$ cat config.mk
export PLATFORM = sky130hd
export DESIGN_NAME = smbus_reg_target
export DESIGN_NICKNAME = d
export VERILOG_FILES = /design/src/rtl/smbus_reg_target.sv
export SDC_FILE = /design/constraint.sdc
export NUM_CORES = 1
export LEC_CHECK = 0
export ABC_AREA = 1
export CAP_MARGIN = 40
export CORE_UTILIZATION = 40
export DETAILED_ROUTE_END_ITERATION = 10
export GPL_TIMING_DRIVEN = 1
export PLACE_DENSITY_LB_ADDON = 0.1
export SLEW_MARGIN = 20
export SYNTH_ARGS = -nofsm -noshare
export SYNTH_HDL_FRONTEND = slang
export SYNTH_SLANG_ARGS = --single-unit
$ cat constraint.sdc
create_clock -name clk -period 2.2 [get_ports clk]
set_input_delay 0.33 -clock clk [delete_from_list [all_inputs] [get_ports clk]]
set_output_delay 0.33 -clock clk [all_outputs]
set_load 0.05 [all_outputs]
$ cat src/rtl/smbus_reg_target.sv
module smbus_reg_target #(
  parameter logic [6:0] DEV_ADDR = 7'h2C,
  parameter logic [7:0] CHIP_ID  = 8'h4C,
  parameter logic [7:0] REV_ID   = 8'h02,
  parameter logic [7:0] MFR_ID   = 8'h4D,
  parameter int BRIGHT_W = 5,
  parameter int SHDN_W   = 3,
  parameter int STAT_W   = 2
) (
  input  logic              clk,
  input  logic              rst_n,
  input  logic              scl_i,
  input  logic              sda_i,
  input  logic [STAT_W-1:0] status_i,
  output logic              sda_pull_o,
  output logic [BRIGHT_W-1:0] bright_o,
  output logic [SHDN_W-1:0]   shdn_o
);
  localparam logic [7:0] CMD_BRIGHT = 8'h01;
  localparam logic [7:0] CMD_SHDN   = 8'h02;
  localparam logic [7:0] CMD_STAT   = 8'h03;
  localparam logic [7:0] CMD_REV    = 8'hFD;
  localparam logic [7:0] CMD_MFR    = 8'hFE;
  localparam logic [7:0] CMD_CHIP   = 8'hFF;

  typedef enum logic [2:0] {ST_IDLE, ST_ADDR, ST_CMD, ST_WDATA, ST_RDATA, ST_WAITP} st_t;

  st_t        st;
  logic       scl_q, sda_q, ack_drv;
  logic [3:0] bitn;
  logic [7:0] sh, txsh, ptr, rd_byte;

  wire scl_rise = scl_i & ~scl_q;
  wire scl_fall = ~scl_i & scl_q;
  wire start    = scl_i & scl_q & sda_q & ~sda_i;
  wire stop     = scl_i & scl_q & ~sda_q & sda_i;

  assign sda_pull_o = ack_drv | ((st == ST_RDATA) & ~txsh[7]);

  always_comb begin
    case (ptr)
      CMD_BRIGHT: rd_byte = 8'(bright_o);
      CMD_SHDN:   rd_byte = 8'(shdn_o);
      CMD_STAT:   rd_byte = 8'(status_i);
      CMD_REV:    rd_byte = REV_ID;
      CMD_MFR:    rd_byte = MFR_ID;
      CMD_CHIP:   rd_byte = CHIP_ID;
      default:    rd_byte = 8'h00;
    endcase
  end

  always_ff @(posedge clk or negedge rst_n) begin
    if (!rst_n) begin
      st       <= ST_IDLE;
      scl_q    <= 1'b1;
      sda_q    <= 1'b1;
      ack_drv  <= 1'b0;
      bitn     <= '0;
      sh       <= '0;
      txsh     <= 8'hFF;
      ptr      <= CMD_BRIGHT;
      bright_o <= '0;
      shdn_o   <= '0;
    end else begin
      scl_q <= scl_i;
      sda_q <= sda_i;
      if (start) begin
        st      <= ST_ADDR;
        bitn    <= '0;
        ack_drv <= 1'b0;
      end else if (stop) begin
        st      <= ST_IDLE;
        bitn    <= '0;
        ack_drv <= 1'b0;
      end else if (st == ST_RDATA) begin
        if (scl_fall) begin
          if (bitn == 4'd7) st <= ST_WAITP;
          else begin
            txsh <= {txsh[6:0], 1'b1};
            bitn <= bitn + 4'd1;
          end
        end
      end else if (st == ST_ADDR || st == ST_CMD || st == ST_WDATA) begin
        if (scl_rise && bitn < 4'd8) begin
          sh   <= {sh[6:0], sda_i};
          bitn <= bitn + 4'd1;
        end else if (scl_fall && bitn == 4'd8) begin
          bitn <= 4'd9;
          case (st)
            ST_ADDR: begin
              if (sh[7:1] == DEV_ADDR) ack_drv <= 1'b1;
              else st <= ST_WAITP;
            end
            ST_CMD: begin
              ptr     <= sh;
              ack_drv <= 1'b1;
            end
            default: begin
              ack_drv <= 1'b1;
              if (ptr == CMD_BRIGHT) bright_o <= sh[BRIGHT_W-1:0];
              if (ptr == CMD_SHDN)   shdn_o   <= sh[SHDN_W-1:0];
            end
          endcase
        end else if (scl_fall && bitn == 4'd9) begin
          ack_drv <= 1'b0;
          bitn    <= '0;
          case (st)
            ST_ADDR: begin
              if (sh[0]) begin
                st   <= ST_RDATA;
                txsh <= rd_byte;
              end else st <= ST_CMD;
            end
            ST_CMD:  st <= ST_WDATA;
            default: st <= ST_WAITP;
          endcase
        end
      end
    end
  end

  AST_PULL_SCL_LOW: assert property (@(posedge clk) disable iff (!rst_n)
    (sda_pull_o != $past(sda_pull_o)) |-> !scl_i);
  AST_QUIET_WHEN_IDLE: assert property (@(posedge clk) disable iff (!rst_n)
    (st == ST_IDLE || st == ST_WAITP) |-> !sda_pull_o);
  AST_START_RELEASES: assert property (@(posedge clk) disable iff (!rst_n)
    start |=> !sda_pull_o);
  AST_BRIGHT_ONLY_ON_DATA: assert property (@(posedge clk) disable iff (!rst_n)
    (bright_o != $past(bright_o)) |-> ($past(st) == ST_WDATA));
  AST_SHDN_ONLY_ON_DATA: assert property (@(posedge clk) disable iff (!rst_n)
    (shdn_o != $past(shdn_o)) |-> ($past(st) == ST_WDATA));
endmodule

Yosys cells after proc, flatten, opt, wreduce, memory -nomap -nowiden --
Index checks and enable logic that the tools add are counted.
Word-level totals: register bits 42, latch bits 0, memory bits (writable) 0, bits in read-only memories 0, output and inout bits 9, word-level logic and storage cells 122, memories kept 0
Cells by class: $add $sub $neg 1, $mul 0, divide/modulo/power cells 0, order comparisons 1, eq/ne operators 27, shift operators 0, muxes and demuxes 41, bitwise operators 19, reduce and logical (&&, ||, !) cells 23
Operator list (count):
- $mux 8 | 9
- $pmux 7 s6 | 1
- $mux 3 | 12
- $mux 4 | 9
- $eq 8x8->1 const B | 3
- $eq 8x2->1 const B | 2
- $reduce_and 8->1 | 2
- $reduce_and 7->1 | 2
- $ne 4x4->1 const B | 3
- $ne 5x5->1 const B | 2
- $not 1->1 | 10
- $reduce_and 10->1 | 1
- $reduce_and 5->1 | 2
- $mux 1 | 9
- $and 1x1->1 | 8
- $eq 4x4->1 const B | 2
- $eq 8x1->1 const B | 1
- $ne 2x2->1 const B | 4
- $reduce_bool 2->1 | 4
- $reduce_bool 4->1 | 2
- $eq 7x6->1 const B | 1
- $eq 3x2->1 const B | 2
- $ne 3x3->1 const B | 2
- $pmux 3 s2 | 1
- other kinds (15) | 18

Longest topological paths before layout --
depth in word-level cells 10, gate-level depth with buffers 11, gate-level depth less buffers 11

Worst setup path after synthesis --
OpenSTA, ideal clock, no wires.
path type flip-flop to output port, start register st[0], end output sda_pull_o, arrival 1.495 ns, required time 1.870 ns, slack 0.375 ns, stages on the path, launching flop included 5, path buffers 1, path through dfrtp_1 inv_1 nand3_2 buf_6 o21bai_1
Between the ends: longest elaborated chain between the ends 3
Ends and longest elaborated chain:
- start, declared | line 28 | st_t st;
- start signal, assigned | line 54 | st <= ST_IDLE;
- start signal, assigned | line 68 | st <= ST_ADDR;
- start signal, assigned | line 72 | st <= ST_IDLE;
- $eq 3x3->1 | line 38 | assign sda_pull_o = ack_drv | ((st == ST_RDATA) & ~txsh[7]);
- $and 1x1->1 | line 38
- $or 1x1->1 | line 38
- end, declared | line 15 | output logic sda_pull_o,
Every way passes these cells.

Worst setup path in the final report --
Ends and elaborated chain as after synthesis.

==> metrics.txt <==
slew margin rel.=0.656; share of layout cells above drive strength 1=0.191; share of the yosys chip area belonging to registers=0.461; GPL Wtd Cong=0.877; initial core utilization=0.417; Leak=about 0.0012 uW; Fin Setup TNS=0 ns; Final Cycle Share=0.893; Area Growth Syn to Fin=14.6%; Synth Warn #=0; # rows=27; CP endpoint kind=output port; Mapped Nets=300; IR drop worst, VDD=between 0.0004 and 0.0005 V; Syn Std Cell Area=about 0.0023 mm2; clk_skew=around 0.0029 ns; most frequent cells in the layout=105 x nand2_1, 31 x dfrtp_1, 28 x inv_1, 21 x nand3_1, 21 x o21ai_0; post-DP HPWL=roughly 3400 um; Crit-path slowest cell=dfrtp_1; CTS buffer count=5; max-cap violation count=0; DR pass1 iterations=4; Placed Cells=between 300 and 400; largest net degree at the start of global routing=between 40 and 50; I/O pin total=15; vias per cell=4.70; Skew-Pair Late Insertion Delay=about 0.29 ns; critical-path maximum fanout=12; post-DR wirelength/cell=12.0 um; Die W=78.0 um; # DRC=0; vias=around 1800; # hold bufs at CTS=0; post-cts sizing count=0; final hold vios=6; Synth cell types=32; clk sinks=between 40 and 50; Post-Layout Cell Count=roughly 390; Internal Power=1570 uW; Max Fclk=509 MHz; initial antenna violation count=0; Worst Path Required=between 1.5 and 2 ns; H-Tree Depth=2; GRT Util Overall=0.174; CTS tree=built; Worst Hold Class=input port to async pin; net switching fraction of the power=0.388; grt ovf=0; Comb power frac=0.359; Slew Limit Fails=0; antenna-violating nets left=0; RSZ-0062 raised after global routing=no; clock share of power=0.236; vias in the first global route=between 1500 and 2000; main area contributors after synthesis=dfrtp_1 34%, nand2_1 17%, dfstp_2 13%, inv_1 4.6%, nand3_1 4.6%; synthesized flop and latch total=42; measured slew at the worst slew-check pin=0.515 ns; postcts setup bufs=0; fin crit period=between 1.5 and 2 ns; Mapped Cells=a little under 300; CP Class=flop to output port; status=finished, violations left; Final #Nets=322; DR iter-0 viols=79; full die area=just over 0.006 mm2; Synth Area per Inst=around 7.9 um2; routed wire length=roughly 4600 um; Psw=~1000 uW; failing checks=negative hold slack; Fin Hold WS=-0.0122 ns; Setup violations, final=0; diode count=0; most common cell after layout, fill and taps aside=nand2_1; Root Buffer=clkbuf_8; Yosys top cell area share=0.336; CP Launch Type=flop; number of port buffers=14; sequential share of power=0.405; crit path cell chain=inv_1, nand3_2, o21bai_1, buf_12; Yosys top cell by area=dfrtp_1; maximum clock path buffer count=2; critical path arrival=between 1.5 and 2 ns; PD cells=approximately 970 mW/mm2; worst-case reg-to-reg path depth=10; die height=78.0 um; crit-path max cell delay=around 0.38 ns; Clk pin slew, worst setup/hold paths=0.08 ns; first-pass GRT wire length=8190 um; Core ar.=~0.0055 mm2
## flip-flops by register name, indices dropped and copies added, names as in the netlist
register  cells
scl_q         1
st            3
shdn_o        3
ack_drv       1
bitn          4
sda_q         1
txsh          8
sh            8
bright_o      5
ptr           8
## kinds of logic (layout without fill, tap and decap cells)
logic type,Yosys count,after routing,synth area share
AO/OA/AOI/OAI,41,41,0.108
XOR/XNOR,2,2,0.00759
adder cells (fa/ha/maj),3,3,0.0163
buffers and inverters,40,63,0.0846
flip-flops,42,42,0.461
AND/OR/NAND/NOR,163,163,0.322
## critical path: cells and delay by family (launching register included)
| kind | cells | cell delay (ns) |
|---|---|---|
| buffers and inverters | 2 | 0.32 |
| flip-flops | 1 | 0.38 |
| AO/OA/AOI/OAI | 1 | 0.33 |
| AND/OR/NAND/NOR | 1 | 0.30 |
## routing by layer
| metal | vias up | share of wire | global-route usage |
|---|---|---|---|
| li1 | 963 | - | - |
| met1 | 811 | 0.51 | 0.241 |
| met2 | 31 | 0.43 | 0.265 |
| met3 | 9 | 0.034 | 0.0365 |
| met4 | 0 | 0.018 | 0.0667 |
| met5 | - | 0 | 0 |
## power by group through the flow
stage	Clock, uW	Combinational (uW)	Sequential (uW)
2_1_floorplan	0	707	1030
3_3_place_gp	0	929	1050
3_5_place_dp	0	930	1050
4_1_cts	625	932	1040
5_1_grt	652	1030	1060
6_report	606	923	1040
## synth_stat cells
library cell,n
a21oi_1,3
nor2_1,12
and2_0,1
dfstp_2,11
o211ai_1,1
nand3_2,3
o21ai_2,9
o21ai_0,21
or2_1,1
xor2_1,2
nor2b_1,1
inv_1,28
buf_6,3
nor3_1,1
nand2_2,6
buf_12,1
buf_4,1
o21bai_1,1
nor3_2,3
inv_4,1
nand4_1,3
nand3_1,21
dfrtp_1,31
nand2_1,105
nor2_4,2
a21boi_0,1
inv_2,6
o21ai_1,4
nor2_2,3
nand3_4,1
a21oi_2,1
ha_1,3
## stage by stage
| step | total power (uW) | util | hold WS, ns | setup slack, ns | cell area (um2) |
|---|---|---|---|---|---|
| finish | 2570 | 0.478 | -0.0122 | 0.236 | 2650 |
| detailed placement | 1980 | 0.458 | 0.326 | 0.183 | 2540 |
| global placement | 1980 | 0.458 | 0.322 | 0.197 | 2540 |
| floorplan | 1730 | - | 0.0344 | 0.375 | 2310 |
| CTS | 2600 | 0.478 | 0.00165 | 0.233 | 2650 |
| global route | 2750 | 0.478 | 0.00394 | 0.154 | 2650 |
## layout make-up
cell class	instances	area, um2
flip-flops and latches	42	1060
repair buffers	20	203
inverters	35	134
multi-input cells	209	1050
well taps	72	90.1
fillers	575	2890
clock inverters	1	30.0
clock buffers	7	76.3
## path summary, 6_finish.rpt
kind / startpoint / end / slack, ns
hold reg to reg: txsh[6] / txsh[6] / 0.47
hold / removal: rst_n / ptr[1] / -0.01
min in group clk: sda_i / sda_q / 0.46
max in group asynchronous: rst_n / txsh[4] / 1.93
setup / recovery: st[0] / sda_pull_o / 0.24
setup reg to reg: st[0] / bitn[0] / 0.45
Power figures use the tool's default switching activity.
